==> config.mk <==
export PLATFORM = sky130hd
export DESIGN_NAME = acc_alu_unit
export DESIGN_NICKNAME = d
export VERILOG_FILES = /design/src/rtl/acc_alu_pkg.sv /design/src/rtl/acc_alu_rst_sync.sv /design/src/rtl/acc_alu_arith.sv /design/src/rtl/acc_alu_logic.sv /design/src/rtl/acc_alu_bcd.sv /design/src/rtl/acc_alu_unit.sv
export SDC_FILE = /design/constraint.sdc
export NUM_CORES = 1
export LEC_CHECK = 0
export BUFFER_PORTS_ARGS = -buffer_cell sky130_fd_sc_hd__buf_4
export CORE_MARGIN = 3
export CORE_UTILIZATION = 55
export DETAILED_ROUTE_END_ITERATION = 10
export PLACE_DENSITY = 0.8
export SLEW_MARGIN = 15
export SYNTH_ARGS = -nofsm -noshare
export SYNTH_HDL_FRONTEND = slang
export SYNTH_SLANG_ARGS = --single-unit
export TNS_END_PERCENT = 10
==> constraint.sdc <==
create_clock -name clk -period 0.8 [get_ports clk]
set_input_delay 0.12 -clock clk [delete_from_list [all_inputs] [get_ports clk]]
set_output_delay 0.12 -clock clk [all_outputs]
set_load 0.05 [all_outputs]
==> src/rtl/acc_alu_pkg.sv <==
package acc_alu_pkg;

  localparam int DW = 8;
  localparam int NW = DW / 2;
  localparam int FW = 5;
  localparam int OPW = 4;
  localparam logic [NW-1:0] NIB_MAX = NW'(9);
  localparam logic [DW-1:0] LO_FIX = DW'(6);
  localparam logic [DW-1:0] HI_FIX = DW'(8'h60);

  typedef enum logic [OPW-1:0] {
    OP_ADD = 4'd0,
    OP_ADC = 4'd1,
    OP_SUB = 4'd2,
    OP_SBB = 4'd3,
    OP_AND = 4'd4,
    OP_XOR = 4'd5,
    OP_OR  = 4'd6,
    OP_CMP = 4'd7,
    OP_RLC = 4'd8,
    OP_RRC = 4'd9,
    OP_RAL = 4'd10,
    OP_RAR = 4'd11,
    OP_CMA = 4'd12,
    OP_CMC = 4'd13,
    OP_STC = 4'd14,
    OP_DAA = 4'd15
  } alu_op_e;

  typedef struct packed {
    logic s;
    logic z;
    logic ac;
    logic p;
    logic cy;
  } flags_t;

endpackage

==> src/rtl/acc_alu_rst_sync.sv <==
module acc_alu_rst_sync #(
  parameter int STAGES = 2
) (
  input  logic clk,
  input  logic rst_n,
  output logic srst_n
);

  logic [STAGES-1:0] sync_q;

  always_ff @(posedge clk or negedge rst_n) begin
    if (!rst_n) sync_q <= '0;
    else        sync_q <= {sync_q[STAGES-2:0], 1'b1};
  end

  assign srst_n = sync_q[STAGES-1];

endmodule

==> src/rtl/acc_alu_arith.sv <==
module acc_alu_arith
  import acc_alu_pkg::*;
(
  input  logic [DW-1:0] a_i,
  input  logic [DW-1:0] b_i,
  input  logic          carry_i,
  input  logic          sub_i,
  input  logic          use_carry_i,
  output logic [DW-1:0] res_o,
  output logic          cy_o,
  output logic          ac_o
);

  logic [DW-1:0] b_eff;
  logic          cin_raw;
  logic          cin_eff;
  logic [NW:0]   lo_sum;
  logic [DW:0]   full_sum;

  // Subtraction runs on the same adder: a + ~b + ~borrow.
  always_comb begin
    b_eff    = sub_i ? ~b_i : b_i;
    cin_raw  = use_carry_i & carry_i;
    cin_eff  = sub_i ? ~cin_raw : cin_raw;
    lo_sum   = {1'b0, a_i[NW-1:0]} + {1'b0, b_eff[NW-1:0]} + {{NW{1'b0}}, cin_eff};
    full_sum = {1'b0, a_i} + {1'b0, b_eff} + {{DW{1'b0}}, cin_eff};
    res_o    = full_sum[DW-1:0];
    // A missing carry out on subtraction is a borrow.
    cy_o     = full_sum[DW] ^ sub_i;
    ac_o     = lo_sum[NW] ^ sub_i;
  end

endmodule

==> src/rtl/acc_alu_logic.sv <==
module acc_alu_logic
  import acc_alu_pkg::*;
(
  input  alu_op_e       op_i,
  input  logic [DW-1:0] a_i,
  input  logic [DW-1:0] b_i,
  input  logic          cy_i,
  output logic [DW-1:0] res_o,
  output logic          cy_o,
  output logic          ac_o
);

  always_comb begin
    res_o = a_i;
    cy_o  = cy_i;
    ac_o  = 1'b0;
    unique case (op_i)
      OP_AND: begin res_o = a_i & b_i; cy_o = 1'b0; ac_o = 1'b1; end
      OP_XOR: begin res_o = a_i ^ b_i; cy_o = 1'b0; end
      OP_OR:  begin res_o = a_i | b_i; cy_o = 1'b0; end
      OP_RLC: begin res_o = {a_i[DW-2:0], a_i[DW-1]}; cy_o = a_i[DW-1]; end
      OP_RRC: begin res_o = {a_i[0], a_i[DW-1:1]};    cy_o = a_i[0];    end
      OP_RAL: begin res_o = {a_i[DW-2:0], cy_i};      cy_o = a_i[DW-1]; end
      OP_RAR: begin res_o = {cy_i, a_i[DW-1:1]};      cy_o = a_i[0];    end
      OP_CMA: res_o = ~a_i;
      OP_CMC: cy_o = ~cy_i;
      OP_STC: cy_o = 1'b1;
      default: begin
        res_o = a_i;
        cy_o  = cy_i;
      end
    endcase
  end

endmodule

==> src/rtl/acc_alu_bcd.sv <==
module acc_alu_bcd
  import acc_alu_pkg::*;
(
  input  logic [DW-1:0] a_i,
  input  logic          ac_i,
  input  logic          cy_i,
  output logic [DW-1:0] res_o,
  output logic          cy_o,
  output logic          ac_o
);

  logic        lo_fix;
  logic        hi_fix;
  logic [DW:0] step1;
  logic [DW:0] step2;

  always_comb begin
    lo_fix = (a_i[NW-1:0] > NIB_MAX) | ac_i;
    step1  = {1'b0, a_i} + {1'b0, (lo_fix ? LO_FIX : '0)};
    // The low step carries out of bit 3 only when the nibble was above 9.
    ac_o   = lo_fix & (a_i[NW-1:0] > NIB_MAX);
    hi_fix = (step1[DW-1:NW] > NIB_MAX) | cy_i | step1[DW];
    step2  = {1'b0, step1[DW-1:0]} + {1'b0, (hi_fix ? HI_FIX : '0)};
    res_o  = step2[DW-1:0];
    cy_o   = hi_fix;
  end

endmodule

==> src/rtl/acc_alu_unit.sv <==
module acc_alu_unit
  import acc_alu_pkg::*;
(
  input  logic           clk,
  input  logic           rst_n,
  input  logic           valid_i,
  input  logic [OPW-1:0] op_i,
  input  logic [DW-1:0]  operand_i,
  output logic [DW-1:0]  acc_o,
  output logic [FW-1:0]  flags_o
);

  logic          srst_n;
  alu_op_e       op;
  logic [DW-1:0] acc_q, acc_nxt;
  flags_t        flg_q, flg_nxt;

  logic          ar_sub, ar_usec;
  logic [DW-1:0] ar_res;
  logic          ar_cy, ar_ac;
  logic [DW-1:0] lg_res;
  logic          lg_cy, lg_ac;
  logic [DW-1:0] bc_res;
  logic          bc_cy, bc_ac;

  assign op = alu_op_e'(op_i);

  acc_alu_rst_sync #(.STAGES(2)) u_rst (
    .clk    (clk),
    .rst_n  (rst_n),
    .srst_n (srst_n)
  );

  always_comb begin
    ar_sub  = (op == OP_SUB) || (op == OP_SBB) || (op == OP_CMP);
    ar_usec = (op == OP_ADC) || (op == OP_SBB);
  end

  acc_alu_arith u_arith (
    .a_i         (acc_q),
    .b_i         (operand_i),
    .carry_i     (flg_q.cy),
    .sub_i       (ar_sub),
    .use_carry_i (ar_usec),
    .res_o       (ar_res),
    .cy_o        (ar_cy),
    .ac_o        (ar_ac)
  );

  acc_alu_logic u_logic (
    .op_i  (op),
    .a_i   (acc_q),
    .b_i   (operand_i),
    .cy_i  (flg_q.cy),
    .res_o (lg_res),
    .cy_o  (lg_cy),
    .ac_o  (lg_ac)
  );

  acc_alu_bcd u_bcd (
    .a_i   (acc_q),
    .ac_i  (flg_q.ac),
    .cy_i  (flg_q.cy),
    .res_o (bc_res),
    .cy_o  (bc_cy),
    .ac_o  (bc_ac)
  );

  function automatic flags_t full_flags(input logic [DW-1:0] r,
                                        input logic ac, input logic cy);
    flags_t f;
    f.s  = r[DW-1];
    f.z  = (r == '0);
    f.ac = ac;
    f.p  = ~^r;
    f.cy = cy;
    return f;
  endfunction

  // Next state: pick the result source and which flags it may write.
  always_comb begin
    acc_nxt = acc_q;
    flg_nxt = flg_q;
    unique case (op)
      OP_ADD, OP_ADC, OP_SUB, OP_SBB: begin
        acc_nxt = ar_res;
        flg_nxt = full_flags(ar_res, ar_ac, ar_cy);
      end
      OP_CMP: flg_nxt = full_flags(ar_res, ar_ac, ar_cy);
      OP_AND, OP_XOR, OP_OR: begin
        acc_nxt = lg_res;
        flg_nxt = full_flags(lg_res, lg_ac, lg_cy);
      end
      OP_RLC, OP_RRC, OP_RAL, OP_RAR: begin
        acc_nxt    = lg_res;
        flg_nxt.cy = lg_cy;
      end
      OP_CMA: acc_nxt = lg_res;
      OP_CMC, OP_STC: flg_nxt.cy = lg_cy;
      OP_DAA: begin
        acc_nxt = bc_res;
        flg_nxt = full_flags(bc_res, bc_ac, bc_cy);
      end
      default: begin
        acc_nxt = acc_q;
        flg_nxt = flg_q;
      end
    endcase
  end

  always_ff @(posedge clk or negedge srst_n) begin
    if (!srst_n) begin
      acc_q <= '0;
      flg_q <= '0;
    end else if (valid_i) begin
      acc_q <= acc_nxt;
      flg_q <= flg_nxt;
    end
  end

  assign acc_o   = acc_q;
  assign flags_o = flg_q;

  assert_hold_R2: assert property (@(posedge clk) disable iff (!srst_n)
    !valid_i |=> ($stable(acc_q) && $stable(flg_q)));

  assert_szp_R5: assert property (@(posedge clk) disable iff (!srst_n)
    (valid_i && (op_i <= 4'd6 || op_i == 4'd15)) |=>
      (flg_q.p == ~^acc_q) && (flg_q.z == (acc_q == '0)) && (flg_q.s == acc_q[DW-1]));

  assert_and_flags_R6: assert property (@(posedge clk) disable iff (!srst_n)
    (valid_i && op_i == 4'd4) |=> (flg_q.ac && !flg_q.cy));

  assert_orxor_flags_R6: assert property (@(posedge clk) disable iff (!srst_n)
    (valid_i && (op_i == 4'd5 || op_i == 4'd6)) |=> (!flg_q.ac && !flg_q.cy));

  assert_cmp_keep_R7: assert property (@(posedge clk) disable iff (!srst_n)
    (valid_i && op_i == 4'd7) |=> $stable(acc_q));

  assert_rot_flags_R8: assert property (@(posedge clk) disable iff (!srst_n)
    (valid_i && op_i[3:2] == 2'b10) |=>
      ({flg_q.s, flg_q.z, flg_q.ac, flg_q.p} == $past({flg_q.s, flg_q.z, flg_q.ac, flg_q.p})));

  assert_cma_R10: assert property (@(posedge clk) disable iff (!srst_n)
    (valid_i && op_i == 4'd12) |=> (acc_q == ~$past(acc_q)) && $stable(flg_q));

  assert_stc_R10: assert property (@(posedge clk) disable iff (!srst_n)
    (valid_i && op_i == 4'd14) |=> (flg_q.cy && $stable(acc_q)));

endmodule

==> impl_summary.txt, run 1 <==
----------------------------------------------------
[Logic synthesis]
  Post-Synth Adder-Cell Area ... 20.1%
  Dominant register cell in the synthesized netlist ... dfrtp_1
  Xor/xnor cell area share of the yosys netlist ... 8.54%
  Net count after synthesis ... 408
  Dominant combinational cell family by area after synthesis ... compound AO/OA/AOI/OAI gates
  Post-synthesis cell type count ... 65
  Share of synthesized cell area in and, or, nand and nor gates ... 17.8%
  Share of the synthesized area in compound gates (AO/OA/AOI/OAI) ... 28.5%
  Gate count after technology mapping ... 351
  Share of async-settable or async-resettable flops after synthesis ... 100%
  Number of enable flip-flop cells after synthesis ... 0
  Post-synthesis area per instance ... 7.89 sq um
  Portion of netlist area occupied by mux cells ... 1.90%
  Register area share after synthesis ... 13.6%
  Synthesis warning total ... 0
  #FFs+latches synth ... 15
  Mapped cell area ... 2770 sq um

[STA]
  Final hold violation count ... 0
  Crit path time final ... 4010 ps
  Actual slew at the worst max-slew pin ... 804 ps
  Setup violators final ... 26
  Final Max Tran Viols ... 0
  Clock Skews ... 1.79 ps
  Fin Setup TNS ... -31,200 ps
  Part of the cycle the worst path needs ... 501%
  Max Fclk ... 0.249 GHz
  Max-slew headroom ... 46.4%
  Setup repair after global routing missed its margin ... true
  Final Worst Setup Slack ... -3210 ps

[Worst setup path]
  Cell Chain, Critical Path ... o21ai_2 > nand2b_1 > ha_2 > fa_2 > a31oi_4 > a211oi_2 > or4_4 > ha_4 > inv_2 > fa_2 > xor2_2 > and3_4 > nor2_2 > ha_2 > xnor2_1 > xnor2_1 > a22o_1 > a221oi_2 > a21o_1
  Req. time, crit path ... 990 ps
  Delay-heaviest family, CP ... adder cells
  CP max FO ... 4
  Slowest cell on the critical path ... or4_4
  Kind of launch point of the worst setup path ... register
  Buffers plus inverters on the worst setup path ... 1
  Crit path arrival time ... 4200 ps
  Critical Setup Path Class ... register to register
  Longest individual stage delay on the worst path ... 470 ps
  Endpoint type of the worst setup path ... register

[CTS]
  TritonCTS Buffers ... 3
  Clock Pin Slew Worst Setup and Hold Paths ... 60 ps
  H-tree depth reported by CTS ... 1
  Clk buf depth ... 2
  Root buffer selected by CTS ... clkbuf_8
  Clk Latency, worst-skew pair ... 250 ps
  CTS tree ... built
  Number of sinks handled by clock tree synthesis ... 15

[GRT]
  Number of antenna violations at the first check in global routing ... 0
  Total global routing overflow ... 0
  First-pass GRT wire length ... 16,800 um
  Total global routing track utilization ... 35.5%
  Pin count of the biggest net entering global routing ... 32
  Vias in the first global route ... 3,393

[Power]
  Share of power burned in registers ... 9.4%
  Proportion of power drawn by combinational gates ... 86.1%
  Worst supply voltage drop on vdd ... 2.72 mV
  Total power density per cell area ... 3480 nW/um^2
  Standby leakage power ... 1.99 nW
  Clock Power Share ... 4.5%
  Switching part of the total ... 48.3%
  Switching power summed over all nets ... 6.88 mW
  Internal Pwr Total ... 7.37 mW

[Cells and area]
  Share of post-route cells with drive strength above 1 ... 40.5%
  Antenna diode count ... 0
  Post-synthesis to final-layout area growth ... 47.7%
  Non-filler cells in the finished layout ... 541
  Final-layout fill cell count ... 288
  Utilization after layout ... 85.5%
  Number of nets in the layout ... 532

[Drt]
  Iteration-0 DRC count of the detailed router ... 320
  Count of antenna-violating nets left after detailed routing ... 0
  Post-DR vias/cell ... 6.06
  Total wirelength of the detailed-routed design ... 10,400 um
  Number of iterations in the first detailed-routing pass ... 5
  DRC errors left ... 0
  Routed wirelength normalized by instance count ... 19.2 um
  Vias after detailed routing ... 3,277

[Worst hold path]
  Hold Crit Class ... primary input to async pin

[Place]
  DP HPWL ... 7840 um
  Cell count after placement ... 531
  Routability cong. ... 0.957
  # port buffers ... 27

[Run status]
  Outcome ... complete, but fails checks
  Failing checks ... setup timing

[Die]
  Area enclosed by the die boundary ... 5920 sq um
  Starting density of the core ... 57.9%
  Core Rows ... 25
  Total core area ... 4790 sq um
  Die width ... 77.0 um
  Die Y-Extent ... 77.0 um
  IO Count ... 28

[Run]
  Max-cap violation count ... 0

----------------------------------------------------
[worst register-to-register path, stage by stage, from the launching register on]
cell and delay, ps:
dfrtp_2 410, o21ai_2 150, nand2b_1 90, ha_2 200
fa_2 400, a31oi_4 210, a211oi_2 60, or4_4 470
ha_4 180, inv_2 50, fa_2 210, xor2_2 160
and3_4 210, nor2_2 40, ha_2 280, xnor2_1 180
xnor2_1 90, a22o_1 220, a221oi_2 240, a21o_1 110
[state kept, by name, indices dropped and copies added, names as in the netlist]
name and cells:
acc_o 8, flags_o 5, u_rst.sync_q 2
[placed cells by master, fill, tap and decap left out, types with 3 or more instances in the layout]
cell type	n
clkbuf_8	3
o31a_1	3
buf_4	124
and3b_1	3
inv_1	30
nand2b_1	6
a221oi_2	4
nand4_1	4
ha_1	35
o21ai_1	14
xor2_1	5
dfrtp_2	7
a32oi_1	4
nor3_1	7
a221oi_1	4
nand2_1	28
buf_6	12
buf_8	4
mux2i_1	3
nand3_1	5
nor2b_1	8
a21oi_2	3
o21ai_0	7
o22ai_1	4
xnor2_1	19
o211ai_1	7
a21o_1	11
fa_2	4
nor2_1	9
dfrtp_1	8
a211oi_1	3
inv_2	3
a21oi_1	18
[metrics by stage]
step                      hold WS (ps)  setup slack, ps  area, sq um  total power [mW]
after floorplan                   -176            -3370         2820              8.28
after global placement           -97.7            -3050         3780              11.8
after detailed placement         -93.2            -3170         3780              12.1
after CTS                          187            -3130         4040              13.7
after global routing               188            -3350         4090              15.2
final                              184            -3210         4090              14.3
[synth_stat cells (2+ instances only)]
master,instances,share of area (%)
a211oi_1,4,1.1
a21o_1,11,3.0
a21oi_1,21,3.8
a221oi_1,8,2.5
a22o_1,2,0.63
a2bb2oi_1,2,0.63
a31oi_1,2,0.45
a32o_1,2,0.72
a32oi_1,4,1.3
and2_1,2,0.45
and3_1,3,0.68
and3b_1,3,0.95
buf_2,11,2.0
buf_4,8,2.2
clkbuf_1,4,0.54
dfrtp_1,15,14
fa_1,4,2.9
ha_1,38,17
inv_1,32,4.3
mux2_2,2,0.81
mux2i_1,3,1.1
nand2_1,28,3.8
nand2b_1,6,1.4
nand3_1,7,1.3
nand4_1,4,0.90
nor2_1,10,1.4
nor2b_1,8,1.8
nor3_1,7,1.3
nor3b_1,2,0.54
nor4b_1,2,0.63
o2111ai_1,2,0.63
o211ai_1,7,1.9
o21ai_0,8,1.4
o21ai_1,15,2.7
o22ai_1,4,0.90
o311ai_1,2,0.63
o31a_1,3,0.95
o31ai_1,2,0.54
or2_2,2,0.45
xnor2_1,21,6.6
xor2_1,6,1.9
[logic make-up after synthesis]
group / count (synthesis)
AOI/OAI and AO/OA: 112
buffers and inverters: 57
and+or+nand+nor: 92
muxes: 5
DFF: 15
xor gates and xnor gates: 27
adders and majority gates: 42
other: 1
[repair_timing]
action,CTS,global route
hold buffers,1,0
buffers inserted,4,1
pin swaps,14,5
resized for setup,45,9
hold endpoints to repair,2,0
endpoints found under the setup margin,26,26
[path summary, 6_finish.rpt]
kind,slack [ps],end,depth (start not counted),from
worst max-delay path,-3210,flags_o[1],19,acc_o[1]
worst min register to register,190,acc_o[0],1,u_rst.sync_q[1]
min in group clk,250,acc_o[6],3,valid_i
max in group asynchronous,420,acc_o[2],1,u_rst.sync_q[1]
worst min-delay path,180,u_rst.sync_q[0],2,rst_n
worst max register to register,-3210,flags_o[1],19,acc_o[1]
[layout make-up]
cell class                      count  area (sq um)  area share (%)
Sequential cell                    15           384            9.39
Tap cell                           67          83.8            2.05
Multi-Input combinational cell    279          2280            55.7
Inverter                           33           124            3.03
Clock buffer                        4          45.0            1.10
Timing Repair Buffer              143          1180            28.7
[power by group through the flow]
stage / Combinational [mW] / Clock (mW) / Sequential [mW]
final: 12.3 / 0.641 / 1.34
after global routing: 13.1 / 0.677 / 1.36
after CTS: 11.8 / 0.638 / 1.29
after detailed placement: 10.9 / 0 / 1.26
after global placement: 10.6 / 0 / 1.24
after floorplan: 6.26 / 0 / 2.02
[routing by layer]
| metal | part of all wire, % | vias up | global-route usage, % | wire length, um |
|---|---|---|---|---|
| met4 | 3.5 | 0 | 10.7 | 367 |
| met1 | 40 | 1567 | 43.6 | 4170 |
| met2 | 49 | 154 | 63.6 | 5090 |
| met5 | 0 | - | 0 | 0 |
| li1 | - | 1521 | - | - |
| met3 | 7.3 | 35 | 5.63 | 757 |
No activity file was read; power rests on OpenSTA's default activity.
==> run 2, diff against run 1 <==
- GPL_ROUTABILITY_DRIVEN: unset -> 0
- RECOVER_POWER: unset -> 25
==> run 2 against run 1 <==
Compared with the run above: the run still ends with setup timing left; count of clock-buffer cells in the layout unchanged; total power up 9.0%; wire length is 19% higher; largest cell class unchanged.
==> impl_summary.txt, run 2 (synthesis results as in run 1) <==
----------------------------------------------------
[GRT]
  Vias in the first global route ... 3,488
  Pin count of the biggest net entering global routing ... 32
  Total global routing track utilization ... 37.3%
  Number of antenna violations at the first check in global routing ... 0
  First-pass GRT wire length ... 17,600 um
  Total global routing overflow ... 0

[Drt]
  Routed wirelength normalized by instance count ... 23.7 um
  Total wirelength of the detailed-routed design ... 12,400 um
  Number of iterations in the first detailed-routing pass ... 6
  Vias after detailed routing ... 3,652
  DRC errors left ... 0
  Count of antenna-violating nets left after detailed routing ... 0
  Iteration-0 DRC count of the detailed router ... 616
  Post-DR vias/cell ... 6.98

[Cells and area]
  Utilization after layout ... 83.4%
  Final-layout fill cell count ... 278
  Number of flip-flops in the largest register ... 8
  Most common cell after layout, fill and taps aside ... buf_4
  Design Area, Final ... 3990 sq um
  Highest-count cells in the layout ignoring fill and taps ... buf_4 (103), ha_1 (35), inv_1 (30), nand2_1 (27), xnor2_1 (18)
  Number of nets in the layout ... 514
  Antenna diode count ... 0
  Share of post-route cells with drive strength above 1 ... 37.9%
  Post-synthesis to final-layout area growth ... 44.0%

[Worst setup path]
  Kind of launch point of the worst setup path ... register
  Longest individual stage delay on the worst path ... 580 ps
  Crit path arrival time ... 4400 ps
  Req. time, crit path ... 1000 ps
  Buffers plus inverters on the worst setup path ... 2
  CP max FO ... 4
  Startpoint of the most critical setup path ... acc_o[2]
  Most common cell on crit path ... ha_4
  Critical Setup Path Class ... register to register
  Endpoint type of the worst setup path ... register
  Slowest cell on the critical path ... or4_4
  Reg-to-Reg Start ... acc_o[2]
  Delay-heaviest family, CP ... adder cells
  Cell Chain, Critical Path ... o21ai_2 > nand2b_1 > ha_4 > fa_2 > nand2_2 > nor4_2 > or4_4 > ha_4 > inv_2 > fa_2 > xor2_4 > buf_6 > a21oi_4 > nor2_4 > ha_4 > xnor2_2 > xnor2_1 > a22o_1 > a221oi_2 > a21o_1

[STA]
  Actual slew at the worst max-slew pin ... 797 ps
  Part of the cycle the worst path needs ... 524%
  Max Fclk ... 0.239 GHz
  Final Max Tran Viols ... 0
  Final Worst Setup Slack ... -3390 ps
  Clock Skews ... 8.62 ps
  Crit path time final ... 4190 ps
  Setup repair after global routing missed its margin ... true
  Worst hold margin ... 161 ps
  Setup violators final ... 26
  Final hold violation count ... 0
  Max-slew headroom ... 46.9%

[Die]
  Area enclosed by the die boundary ... 5920 sq um
  IO Count ... 28
  Total core area ... 4790 sq um
  Core Rows ... 25
  Die Y-Extent ... 77.0 um
  Die width ... 77.0 um
  Starting density of the core ... 57.9%

[Worst hold path]
  Hold Crit Class ... primary input to async pin

[CTS]
  Clk Latency, worst-skew pair ... 270 ps
  Clock Pin Slew Worst Setup and Hold Paths ... 70 ps
  CTS tree ... built
  Number of sinks handled by clock tree synthesis ... 15
  TritonCTS Buffers ... 3
  H-tree depth reported by CTS ... 1
  Clk buf depth ... 2
  Root buffer selected by CTS ... clkbuf_8

[Run status]
  Outcome ... complete, but fails checks
  Failing checks ... setup timing

[Power]
  Standby leakage power ... 1.91 nW
  Final Power ... 15.5 mW
  Worst supply voltage drop on vdd ... 2.60 mV
  Total power density per cell area ... 3890 nW/um^2

[Place]
  DP HPWL ... 7580 um
  Instance area at placement ... 3660 sq um
  # port buffers ... 27
  Placement-stage worst setup slack ... -3230 ps

[Run]
  Max-cap violation count ... 0

----------------------------------------------------
run 2: what timing repair did:
action | in CTS | in global routing
pin swaps | 10 | 7
resized for setup | 43 | 15
endpoints found under the setup margin | 26 | 26
setup buffers | 2 | 1
hold buffers | 1 | 0
hold endpoints to repair | 2 | 0
run 2: stage by stage:
stage / cells / setup TNS (ps)
floorplan: 351 / -28810
global placement: 515 / -27610
detailed placement: 515 / -29020
CTS: 522 / -30310
global route: 523 / -34870
finish: 523 / -33560
run 2: path summary, 6_finish.rpt:
kind                                   end  slack (ps)  depth (start not counted)
max                             flags_o[1]       -3390                         20
min in group clk                  acc_o[7]         230                          3
max reg2reg                     flags_o[1]       -3390                         20
min                        u_rst.sync_q[0]         160                          2
max in group asynchronous         acc_o[1]         210                          1
min reg2reg                     flags_o[4]         260                          1
run 2: layout make-up:
class	count	area [sq um]	share of cell area (%)
clock buffers	4	45.0	1.13
flip-flops and latches	15	383	9.60
well taps	67	83.8	2.10
multi-input cells	279	2320	58.1
inverters	33	124	3.10
repair buffers	125	1030	25.9
run 2: power breakdown:
part           total, mW  leakage (nW)  internal (mW)  switching (mW)
logic               13.6          1.71           6.23            7.32
clock network      0.685        0.0228          0.356           0.329
registers           1.30         0.173           1.01           0.284
run 2: per-layer routing:
layer | vias to the layer above | track usage [%] | wire (um)
met5 | - | 0 | 0
met3 | 141 | 8.33 | 1580
met1 | 1674 | 44.1 | 4150
li1 | 1482 | - | -
met4 | 0 | 18.3 | 1180
met2 | 355 | 63.3 | 5460
